===== src/rtl/sup_rst_pkg.sv =====
package sup_rst_pkg;
  localparam int STAT_W   = 8;
  localparam int BIT_EWD  = 7;
  localparam int BIT_LWD  = 6;
  localparam int BIT_SUP  = 5;

  typedef struct packed {
    logic early;
    logic late;
    logic supply;
  } rst_src_t;
endpackage


===== src/rtl/rst_pin_sync.sv =====
module rst_pin_sync #(
  parameter int STAGES = 2
) (
  input  logic clk,
  input  logic rst_n,
  input  logic pin,
  input  logic own_drive,
  output logic man_trig
);
  logic [STAGES-1:0] sync_q, sync_d;
  logic [STAGES-1:0] hist_q, hist_d;
  logic              prev_q, prev_d;
  logic              cur;

  assign cur = sync_q[STAGES-1];

  always_comb begin
    sync_d = {sync_q[STAGES-2:0], pin};
    hist_d = {hist_q[STAGES-2:0], own_drive};
    prev_d = cur;
  end

  always_ff @(posedge clk or negedge rst_n) begin
    if (!rst_n) begin
      sync_q <= '0;
      hist_q <= '1;
      prev_q <= 1'b0;
    end else begin
      sync_q <= sync_d;
      hist_q <= hist_d;
      prev_q <= prev_d;
    end
  end

  // falling edge not caused by this block's own drive
  assign man_trig = prev_q & ~cur & ~own_drive & ~(|hist_q);
endmodule


===== src/rtl/rst_stretch.sv =====
module rst_stretch #(
  parameter int HOLD_TICKS = 100
) (
  input  logic clk,
  input  logic rst_n,
  input  logic tick,
  input  logic hold,
  input  logic trig,
  output logic active,
  output logic active_nxt
);
  localparam int CNT_W = $clog2(HOLD_TICKS + 1);
  localparam logic [CNT_W-1:0] LAST = CNT_W'(HOLD_TICKS - 1);

  logic             act_q, act_d;
  logic [CNT_W-1:0] cnt_q, cnt_d;

  always_comb begin
    act_d = act_q;
    cnt_d = cnt_q;
    if (hold || trig) begin
      act_d = 1'b1;
      cnt_d = '0;
    end else if (act_q && tick) begin
      if (cnt_q == LAST) begin
        act_d = 1'b0;
        cnt_d = '0;
      end else begin
        cnt_d = cnt_q + 1'b1;
      end
    end
  end

  always_ff @(posedge clk or negedge rst_n) begin
    if (!rst_n) begin
      act_q <= 1'b1;
      cnt_q <= '0;
    end else begin
      act_q <= act_d;
      cnt_q <= cnt_d;
    end
  end

  assign active     = act_q;
  assign active_nxt = act_d;
endmodule


===== src/rtl/rst_src_flags.sv =====
module rst_src_flags
  import sup_rst_pkg::*;
(
  input  logic             clk,
  input  logic             rst_n,
  input  rst_src_t         set_ev,
  input  logic             wr,
  input  rst_src_t         wr_bits,
  output logic [STAT_W-1:0] stat
);
  rst_src_t flg_q, flg_d, keep;

  always_comb begin
    keep  = wr ? wr_bits : '1;
    flg_d = (flg_q & keep) | set_ev;
  end

  always_ff @(posedge clk or negedge rst_n) begin
    if (!rst_n) flg_q <= '0;
    else        flg_q <= flg_d;
  end

  always_comb begin
    stat          = '0;
    stat[BIT_EWD] = flg_q.early;
    stat[BIT_LWD] = flg_q.late;
    stat[BIT_SUP] = flg_q.supply;
  end
endmodule


===== src/rtl/sup_rst_gen.sv =====
module sup_rst_gen
  import sup_rst_pkg::*;
#(
  parameter int HOLD_TICKS  = 100,
  parameter int SYNC_STAGES = 2
) (
  input  logic              clk,
  input  logic              rst_n,
  input  logic              tick_ms,
  input  logic              supply_low,
  input  logic              wdt_early_flt,
  input  logic              wdt_late_flt,
  input  logic              pin_sense,
  input  logic              bus_busy,
  input  logic              reg_wr,
  input  logic [STAT_W-1:0] reg_wdata,
  output logic [STAT_W-1:0] reg_rdata,
  output logic              pin_drive_low,
  output logic              bus_lockout
);
  logic     man_trig, drv_q, drv_nxt, trig_any;
  logic     lock_q, lock_d;
  rst_src_t set_ev, wr_bits;
  logic     unused_wbits;

  assign unused_wbits = ^reg_wdata[BIT_SUP-1:0];

  rst_pin_sync #(.STAGES(SYNC_STAGES)) u_sync (
    .clk      (clk),
    .rst_n    (rst_n),
    .pin      (pin_sense),
    .own_drive(drv_q),
    .man_trig (man_trig)
  );

  assign trig_any = man_trig | wdt_early_flt | wdt_late_flt;

  rst_stretch #(.HOLD_TICKS(HOLD_TICKS)) u_stretch (
    .clk       (clk),
    .rst_n     (rst_n),
    .tick      (tick_ms),
    .hold      (supply_low),
    .trig      (trig_any),
    .active    (drv_q),
    .active_nxt(drv_nxt)
  );

  always_comb begin
    set_ev.early   = wdt_early_flt;
    set_ev.late    = wdt_late_flt;
    set_ev.supply  = supply_low;
    wr_bits.early  = reg_wdata[BIT_EWD];
    wr_bits.late   = reg_wdata[BIT_LWD];
    wr_bits.supply = reg_wdata[BIT_SUP];
  end

  rst_src_flags u_flags (
    .clk    (clk),
    .rst_n  (rst_n),
    .set_ev (set_ev),
    .wr     (reg_wr),
    .wr_bits(wr_bits),
    .stat   (reg_rdata)
  );

  // lockout waits for an in-flight transaction, then holds to pulse end
  always_comb lock_d = drv_nxt & (lock_q | ~bus_busy);

  always_ff @(posedge clk or negedge rst_n) begin
    if (!rst_n) lock_q <= 1'b1;
    else        lock_q <= lock_d;
  end

  assign pin_drive_low = drv_q;
  assign bus_lockout   = lock_q;
endmodule


===== config.mk =====
export PLATFORM = sky130hd
export DESIGN_NAME = sup_rst_gen
export DESIGN_NICKNAME = d
export VERILOG_FILES = /design/src/rtl/sup_rst_pkg.sv /design/src/rtl/rst_pin_sync.sv /design/src/rtl/rst_stretch.sv /design/src/rtl/rst_src_flags.sv /design/src/rtl/sup_rst_gen.sv
export SDC_FILE = /design/constraint.sdc
export NUM_CORES = 1
export LEC_CHECK = 0
export BUFFER_PORTS_ARGS = -buffer_cell sky130_fd_sc_hd__buf_2
export CAP_MARGIN = 20
export CORE_MARGIN = 2
export CORE_UTILIZATION = 51
export CTS_CLUSTER_SIZE = 20
export DETAILED_ROUTE_END_ITERATION = 16
export GPL_TIMING_DRIVEN = 0
export PLACE_DENSITY = 0.81
export SYNTH_ARGS = -nofsm -noshare
export SYNTH_HDL_FRONTEND = slang
export SYNTH_SLANG_ARGS = --single-unit
export TNS_END_PERCENT = 20

===== constraint.sdc =====
create_clock -name clk -period 4.8 [get_ports clk]
set_input_delay 0.72 -clock clk [delete_from_list [all_inputs] [get_ports clk]]
set_output_delay 0.72 -clock clk [all_outputs]
set_load 0.01 [all_outputs]

==> metrics.txt, run 1 <==
# TYPE chip_impl_metric gauge
chip_impl_metric{name="gpl.final_weighted_congestion",unit=""} 0.830
chip_impl_info{name="cpLargestDelayFamily",value="flip-flops"} 1
chip_impl_metric{name="layoutNonFillerInstCount",unit=""} 114
chip_impl_metric{name="cts_hold_buf",unit=""} 0
chip_impl_metric{name="timing.fmax",unit="MHz"} 589
chip_impl_metric{name="drtPass1Iterations",unit=""} 4
chip_impl_metric{name="post_route_cells_drive_above_1_share",unit="%"} 34.7
chip_impl_metric{name="finalPower",unit="mW"} 0.244
chip_impl_metric{name="grt_max_degree",unit=""} 18
chip_impl_metric{name="floorplan.die.height",unit="um"} 43.7
chip_impl_metric{name="clock_tree.buffer_depth",unit=""} 2
chip_impl_info{name="cts-root-buf",value="clkbuf_4"} 1
chip_impl_metric{name="adder_cell_share_of_the_synthesized_area",unit="%"} 1.56
chip_impl_info{name="rsz0062_at_grt",value="false"} 1
chip_impl_metric{name="power_density",unit="mW/mm^2"} 258
chip_impl_info{name="critPathKind",value="reg -> out"} 1
chip_impl_metric{name="synth.area.mux_share",unit="%"} 0
chip_impl_info{name="ys_top_cells_by_area",value="dfrtp_1, dfstp_2, buf_4"} 1
chip_impl_metric{name="count_of_port_buffers_added_during_placement",unit=""} 16
chip_impl_metric{name="syn_inst",unit=""} 74
chip_impl_metric{name="ys_async_sr_fraction",unit="%"} 100
chip_impl_metric{name="post-dp-hpwl",unit="um"} 1060
chip_impl_metric{name="min_period_over_period",unit="%"} 35.4
chip_impl_metric{name="htreeDepth",unit=""} 1
chip_impl_info{name="netlist.top_cell.by_area",value="dfrtp_1"} 1
chip_impl_info{name="postSynth.topFlopCell",value="dfrtp_1"} 1
chip_impl_info{name="main_combinational_cell_family_by_area_after_synthesis",value="simple AND/OR/NAND/NOR gates"} 1
chip_impl_metric{name="ys_warn_count",unit=""} 0
chip_impl_metric{name="xor_xnor_cell_area_share_of_the_yosys_netlist",unit="%"} 0
chip_impl_metric{name="clock_sinks",unit=""} 17
chip_impl_metric{name="dieWidth",unit="um"} 43.7
chip_impl_metric{name="report.final.setup_viol",unit=""} 0
chip_impl_metric{name="start_util",unit="%"} 53.9
chip_impl_metric{name="vias",unit=""} 631
chip_impl_info{name="crit_chain",value="buf_2"} 1
chip_impl_metric{name="floorplan.die_area",unit="mm^2"} 0.00191
chip_impl_info{name="leading_cell_types_by_count_after_synthesis",value="dfrtp_1, nand2_1, a21oi_1"} 1
chip_impl_metric{name="clock-skew-final",unit="ns"} 0.00987
chip_impl_metric{name="drc",unit=""} 0
chip_impl_metric{name="wl_cell",unit="um"} 12.5
chip_impl_info{name="timing.critical_path.slowest_stage_cell",value="dfstp_2"} 1
chip_impl_metric{name="flow.area_growth_from_synthesis",unit="%"} 17.8
chip_impl_metric{name="post_synth_instance_area",unit="um^2"} 803
chip_impl_metric{name="nets",unit=""} 117
chip_impl_metric{name="synth.yosys.seq_area_share",unit="%"} 53.6
chip_impl_metric{name="cp_max_fo",unit=""} 3
chip_impl_metric{name="slew_viol_final",unit=""} 0
chip_impl_metric{name="netlist.area_leader.share",unit="%"} 40.5
chip_impl_info{name="tritoncts",value="done"} 1
chip_impl_metric{name="grt_overflow",unit=""} 0
chip_impl_metric{name="share_of_synthesized_cell_area_in_and_or_nand_and_nor_gates",unit="%"} 22.3
chip_impl_metric{name="post_cts.repair.setup_buffers",unit=""} 0
chip_impl_metric{name="post-place-cells",unit=""} 110
chip_impl_metric{name="cap_violations",unit=""} 0
chip_impl_metric{name="fp.coreArea",unit="mm^2"} 0.00149
chip_impl_metric{name="holdWs",unit="ns"} 0.319
chip_impl_metric{name="cts-buffers-inserted",unit=""} 3
chip_impl_info{name="worstHoldPathType",value="in -> async"} 1
chip_impl_info{name="setup.worst_path.start_class",value="flip-flop"} 1
chip_impl_metric{name="slowest_delay",unit="ns"} 0.56
chip_impl_metric{name="synth-edff-count",unit=""} 0
chip_impl_metric{name="hold_viol_final",unit=""} 0
chip_impl_metric{name="worstSkewPairLatency",unit="ns"} 0.29
chip_impl_metric{name="1st_iter_drt_viols",unit=""} 18
chip_impl_metric{name="via_count_of_the_first_global_routing_pass",unit=""} 554
chip_impl_metric{name="worst-slew-pin-transition",unit="ns"} 0.698
chip_impl_metric{name="syn-mean-instance-area",unit="um^2"} 10.9
chip_impl_metric{name="yosysUniqueCellTypes",unit=""} 29
chip_impl_metric{name="post_drt_via_cell_ratio",unit=""} 5.54
chip_impl_metric{name="worst-endpoint-arrival",unit="ns"} 0.98
chip_impl_metric{name="ctsResizeCount",unit=""} 0
chip_impl_info{name="status",value="finished clean"} 1
chip_impl_metric{name="synth.ff_latch_count",unit=""} 17
chip_impl_metric{name="drt-total-wl",unit="um"} 1430
chip_impl_metric{name="headroom_to_the_max_slew_limit",unit="%"} 52.2
chip_impl_metric{name="first_pass_grt_wire_length",unit="um"} 2300
chip_impl_metric{name="antenna_violating_nets_post_route",unit=""} 0
chip_impl_metric{name="final.min_clock_period",unit="ns"} 1.70
chip_impl_metric{name="crit_buf_inv",unit=""} 1
chip_impl_metric{name="fin_setup_tns",unit="ns"} 0
chip_impl_info{name="synth_most_common_cell",value="dfrtp_1"} 1
chip_impl_metric{name="clkTransAtPathRegs",unit="ns"} 0.10
chip_impl_info{name="end_kind",value="output port"} 1
chip_impl_metric{name="ir_worst_vdd",unit="uV"} 261
chip_impl_metric{name="required",unit="ns"} 4.08
chip_impl_metric{name="antenna_cells",unit=""} 0
chip_impl_metric{name="placement_rows",unit=""} 14
chip_impl_metric{name="power_leakage",unit="nW"} 0.404
chip_impl_metric{name="grt_antenna_before_repair",unit=""} 0
chip_impl_metric{name="area_fraction_in_compound_gates_after_synthesis",unit="%"} 15.1
chip_impl_metric{name="grt.total_usage",unit="%"} 17.0
chip_impl_metric{name="floorplan.io_pins",unit=""} 27
worst reg2reg max path, delay by kind of cell, from the launching register on:
family,cells,cell delay (ns)
AO/OA/AOI/OAI,1,0.53
buffers and inverters,1,0.13
flip-flops,1,0.56
AND/OR/NAND/NOR,2,0.37
final timing paths:
| path | slack, ns | cells after the start | start | endpoint |
|---|---|---|---|---|
| max | 3.10 | 1 | u_stretch.active | pin_drive_low |
| min reg2reg | 0.36 | 0 | u_sync.sync_q[0] | u_sync.sync_q[1] |
| min | 0.32 | 1 | rst_n | u_flags.stat[6] |
| max in group asynchronous | 4.18 | 1 | rst_n | bus_lockout |
| max reg2reg | 3.13 | 4 | u_stretch.active | u_stretch.cnt_q[6] |
| min in group clk | 0.36 | 0 | u_sync.sync_q[0] | u_sync.sync_q[1] |
logic make-up (layout without fill, tap and decap cells):
family | Yosys count | in the layout
compound gates | 19 | 19
fa+ha+maj | 1 | 1
buf+inv | 8 | 28
flops | 17 | 17
other cells | 1 | 5
simple gates | 28 | 28
area by class of cell:
cell class | count | area, um^2
plain buffers | 6 | 48.8
clock buffers | 3 | 22.5
clock inverters | 1 | 5.00
fillers | 116 | 543
inverters | 2 | 7.51
multi-input cells | 53 | 332
flip-flops and latches | 17 | 430
well taps | 16 | 20.0
repair buffers | 16 | 80.1
through the flow:
stage | worst slack, ns | util (%) | cell area, um^2
finish | 3.10 | 63.5 | 946
CTS | 3.09 | 63.5 | 946
detailed placement | 3.05 | 61.7 | 918
global route | 3.03 | 63.5 | 946
floorplan | 3.24 | - | 818
global placement | 3.08 | 61.7 | 918
routing by layer:
layer | GRT usage (%) | part of all wire, %
met2 | 27.1 | 43
met3 | 2.50 | 10
met5 | 0 | 0
met1 | 19.8 | 44
met4 | 14.5 | 3.2
power by group:
group | total (mW) | internal, mW | switching, mW | leakage (nW)
Combinational | 0.0213 | 0.00964 | 0.0117 | 0.182
Clock | 0.0749 | 0.0310 | 0.0439 | 0.0177
Sequential | 0.148 | 0.146 | 0.00160 | 0.205
Total | 0.244 | 0.187 | 0.0572 | 0.404
sequential cells by signal (all words and copies together) (netlist names):
register	cells
u_sync.prev_q	1
u_stretch.active	1
u_stretch.cnt_q	7
u_sync.sync_q	2
u_flags.stat	3
u_sync.hist_q	2
bus_lockout	1
cells in the final DEF (no fill, tap or decap):
master	count
or4b_4	1
nand2_1	8
a31oi_1	1
dfrtp_1	13
dfstp_2	4
a2111o_1	1
o2111ai_1	1
nor2b_1	1
buf_4	5
nor3_1	1
and4_2	1
buf_2	16
a21oi_1	7
ha_1	1
o221ai_1	1
nor4b_2	1
nor4_2	1
inv_1	2
a2111oi_0	1
o21ai_0	4
nand3_1	5
nand2b_1	3
and3_1	1
buf_6	1
nand4_1	1
clkinv_2	1
or3_1	2
or4_1	1
conb_1	5
a21o_1	3
clkbuf_4	3
and4b_1	1
Power figures use the tool's default switching activity.
==> run 2: changes to the inputs <==
--- a/config.mk
+++ b/config.mk
@@ -8,11 +8,11 @@
 export BUFFER_PORTS_ARGS = -buffer_cell sky130_fd_sc_hd__buf_2
 export CAP_MARGIN = 20
 export CORE_MARGIN = 2
-export CORE_UTILIZATION = 51
+export CORE_UTILIZATION = 43
 export CTS_CLUSTER_SIZE = 20
 export DETAILED_ROUTE_END_ITERATION = 16
 export GPL_TIMING_DRIVEN = 0
-export PLACE_DENSITY = 0.81
+export PLACE_DENSITY = 0.73
 export SYNTH_ARGS = -nofsm -noshare
 export SYNTH_HDL_FRONTEND = slang
 export SYNTH_SLANG_ARGS = --single-unit
==> constraint.sdc (replaced) <==
create_clock -name clk -period 1.4 [get_ports clk]
set_input_delay 0.21 -clock clk [delete_from_list [all_inputs] [get_ports clk]]
set_output_delay 0.21 -clock clk [all_outputs]
set_load 0.01 [all_outputs]
==> metrics.txt, run 2 (synthesis gave the netlist of run 1 again) <==
# TYPE chip_impl_metric gauge
chip_impl_metric{name="floorplan.die.height",unit="um"} 47.2
chip_impl_metric{name="fp.coreArea",unit="mm^2"} 0.00175
chip_impl_metric{name="layout_setup_ws",unit="ns"} -0.0968
chip_impl_metric{name="antenna_cells",unit=""} 0
chip_impl_info{name="worstHoldPathType",value="in -> reg"} 1
chip_impl_info{name="timing.critical_path.from",value="u_stretch.active"} 1
chip_impl_info{name="status",value="finished with violations"} 1
chip_impl_metric{name="clkTransAtPathRegs",unit="ns"} 0.10
chip_impl_metric{name="clock-skew-final",unit="ns"} 0.00250
chip_impl_info{name="mostFrequentLayoutCell",value="buf_2"} 1
chip_impl_metric{name="clock_tree.buffer_depth",unit=""} 2
chip_impl_metric{name="grt.total_usage",unit="%"} 16.4
chip_impl_metric{name="clock_sinks",unit=""} 17
chip_impl_metric{name="finish.instance_area",unit="mm^2"} 0.00106
chip_impl_metric{name="slew_viol_final",unit=""} 0
chip_impl_metric{name="report.final.setup_viol",unit=""} 9
chip_impl_metric{name="dpl-instance-area",unit="um^2"} 938
chip_impl_metric{name="htreeDepth",unit=""} 1
chip_impl_info{name="reg2reg_from",value="u_stretch.active"} 1
chip_impl_metric{name="grt.met2_usage",unit="%"} 26.2
chip_impl_info{name="violations",value="setup timing"} 1
chip_impl_metric{name="nets",unit=""} 125
chip_impl_info{name="top_usage_layer",value="met2"} 1
chip_impl_metric{name="finalPower",unit="mW"} 0.856
chip_impl_metric{name="placement_rows",unit=""} 15
chip_impl_metric{name="via_count_of_the_first_global_routing_pass",unit=""} 590
chip_impl_info{name="rsz0062_at_grt",value="true"} 1
chip_impl_metric{name="power_leakage",unit="nW"} 0.459
chip_impl_metric{name="nFillCells",unit=""} 155
chip_impl_metric{name="drc",unit=""} 0
chip_impl_metric{name="gpl.final_weighted_congestion",unit=""} 0.788
chip_impl_metric{name="cap_violations",unit=""} 0
chip_impl_metric{name="drt-total-wl",unit="um"} 1610
chip_impl_metric{name="min_period_over_period",unit="%"} 107
chip_impl_info{name="tritoncts",value="done"} 1
chip_impl_metric{name="ff2ff_path_depth",unit=""} 5
chip_impl_metric{name="grt_max_degree",unit=""} 18
chip_impl_info{name="end_of_the_worst_register_to_register_path",value="u_stretch.cnt_q[2]"} 1
chip_impl_metric{name="count_of_port_buffers_added_during_placement",unit=""} 16
chip_impl_info{name="setup.worst_path.start_class",value="flip-flop"} 1
chip_impl_metric{name="worstSkewPairLatency",unit="ns"} 0.29
chip_impl_metric{name="ir_worst_vdd",unit="uV"} 604
chip_impl_metric{name="grt_use_met3",unit="%"} 2.31
chip_impl_metric{name="post_route_cells_drive_above_1_share",unit="%"} 42.5
chip_impl_metric{name="wl_cell",unit="um"} 12.3
chip_impl_metric{name="timing.fmax",unit="MHz"} 668
chip_impl_metric{name="power_density",unit="mW/mm^2"} 811
chip_impl_metric{name="grt_antenna_before_repair",unit=""} 0
chip_impl_metric{name="first_pass_grt_wire_length",unit="um"} 2590
chip_impl_metric{name="hold_viol_final",unit=""} 0
chip_impl_metric{name="largest_register_ffs",unit=""} 7
chip_impl_metric{name="required",unit="ns"} 1.62
chip_impl_metric{name="met1_usage",unit="%"} 22.4
chip_impl_info{name="end_kind",value="flip-flop"} 1
chip_impl_metric{name="worst-endpoint-arrival",unit="ns"} 1.72
chip_impl_metric{name="flow.area_growth_from_synthesis",unit="%"} 31.5
chip_impl_metric{name="dieWidth",unit="um"} 47.2
chip_impl_metric{name="post_drt_via_cell_ratio",unit=""} 5.20
chip_impl_metric{name="vias",unit=""} 681
chip_impl_metric{name="antenna_violating_nets_post_route",unit=""} 0
chip_impl_metric{name="grt_overflow",unit=""} 0
chip_impl_metric{name="regToRegSetupSlack",unit="ns"} -0.1
chip_impl_metric{name="start_util",unit="%"} 46.0
chip_impl_metric{name="floorplan.io_pins",unit=""} 27
chip_impl_metric{name="cts-buffers-inserted",unit=""} 3
chip_impl_metric{name="1st_iter_drt_viols",unit=""} 2
chip_impl_info{name="cp-endpoint",value="u_stretch.cnt_q[2]"} 1
chip_impl_metric{name="cp_max_fo",unit=""} 4
chip_impl_metric{name="drtPass1Iterations",unit=""} 4
chip_impl_metric{name="floorplan.die_area",unit="mm^2"} 0.00223
chip_impl_metric{name="post-dp-hpwl",unit="um"} 1090
chip_impl_info{name="cts-root-buf",value="clkbuf_4"} 1
chip_impl_info{name="leading_cell_types_in_the_layout_fill_and_taps_excluded",value="buf_2, dfrtp_1, buf_4, nand2_1"} 1
chip_impl_info{name="max_flop_register",value="u_stretch.cnt_q"} 1
chip_impl_metric{name="final.min_clock_period",unit="ns"} 1.50
chip_impl_info{name="critPathKind",value="reg -> reg"} 1
==> run 2: cell types whose count changed in the layout (fill, tap and decap cells not counted), sizes merged <==
cell         delta
buf             +7
dlygate4sd3     +1
==> run 2: area by class of cell <==
type / instances / area, um^2 / area share [%]
tap: 25 / 31.3 / 2.96
clock inverter: 1 / 5.00 / 0.474
sequential: 17 / 430 / 40.8
timing repair buffer: 24 / 146 / 13.9
inverter: 2 / 7.51 / 0.711
multi-input combinational: 53 / 364 / 34.5
buffer: 6 / 48.8 / 4.62
clock buffer: 3 / 22.5 / 2.13
==> run 2: worst min-delay path by stage <==
stage | start | end | depth (start not counted)
CTS | pin_sense | u_sync.sync_q[0] | 1
floorplan | rst_n | u_flags.stat[5] | 0
detailed placement | rst_n | u_stretch.cnt_q[3] | 1
global route | pin_sense | u_sync.sync_q[0] | 1
finish | pin_sense | u_sync.sync_q[0] | 1
global placement | rst_n | u_stretch.cnt_q[3] | 1
==> run 2: per-stage QoR <==
step / util, % / hold slack [ns] / instances / worst slack [ns] / setup TNS, ns
2_1_floorplan: - / -0.0856 / 78 / -0.0585 / -0.0781
3_3_place_gp: 53.8 / 0.147 / 119 / -0.179 / -0.639
3_5_place_dp: 53.8 / 0.152 / 119 / -0.173 / -0.711
4_1_cts: 58.4 / 0.00828 / 129 / -0.120 / -0.790
5_1_grt: 60.5 / 0.00636 / 131 / -0.138 / -0.975
6_report: 60.5 / 0.0156 / 131 / -0.0968 / -0.485
==> run 2: power by group <==
part | internal [mW] | switching, mW | total [mW]
logic | 0.0388 | 0.0436 | 0.0823
registers | 0.502 | 0.00581 | 0.508
clock network | 0.106 | 0.160 | 0.266
==> run 2: repair_timing <==
| action | 4_1_cts | 5_1_grt |
|---|---|---|
| hold endpoints to repair | 13 | 0 |
| hold buffers | 1 | 0 |
| buffers inserted | 5 | 2 |
| resized for setup | 3 | 6 |
| endpoints found under the setup margin | 9 | 9 |
| pin swaps | 2 | 2 |
==> run 2: metal layers <==
layer	vias up	routed length (um)
li1	330	-
met5	-	0
met4	0	28
met2	19	777
met3	5	61
met1	327	747
==> run 2: critical path, cell delays in order, from the launching register on <==
cell	delay, ns
dfstp_2	0.55
buf_6	0.12
nor4_4	0.04
a2111o_1	0.42
buf_4	0.18
a21oi_1	0.12
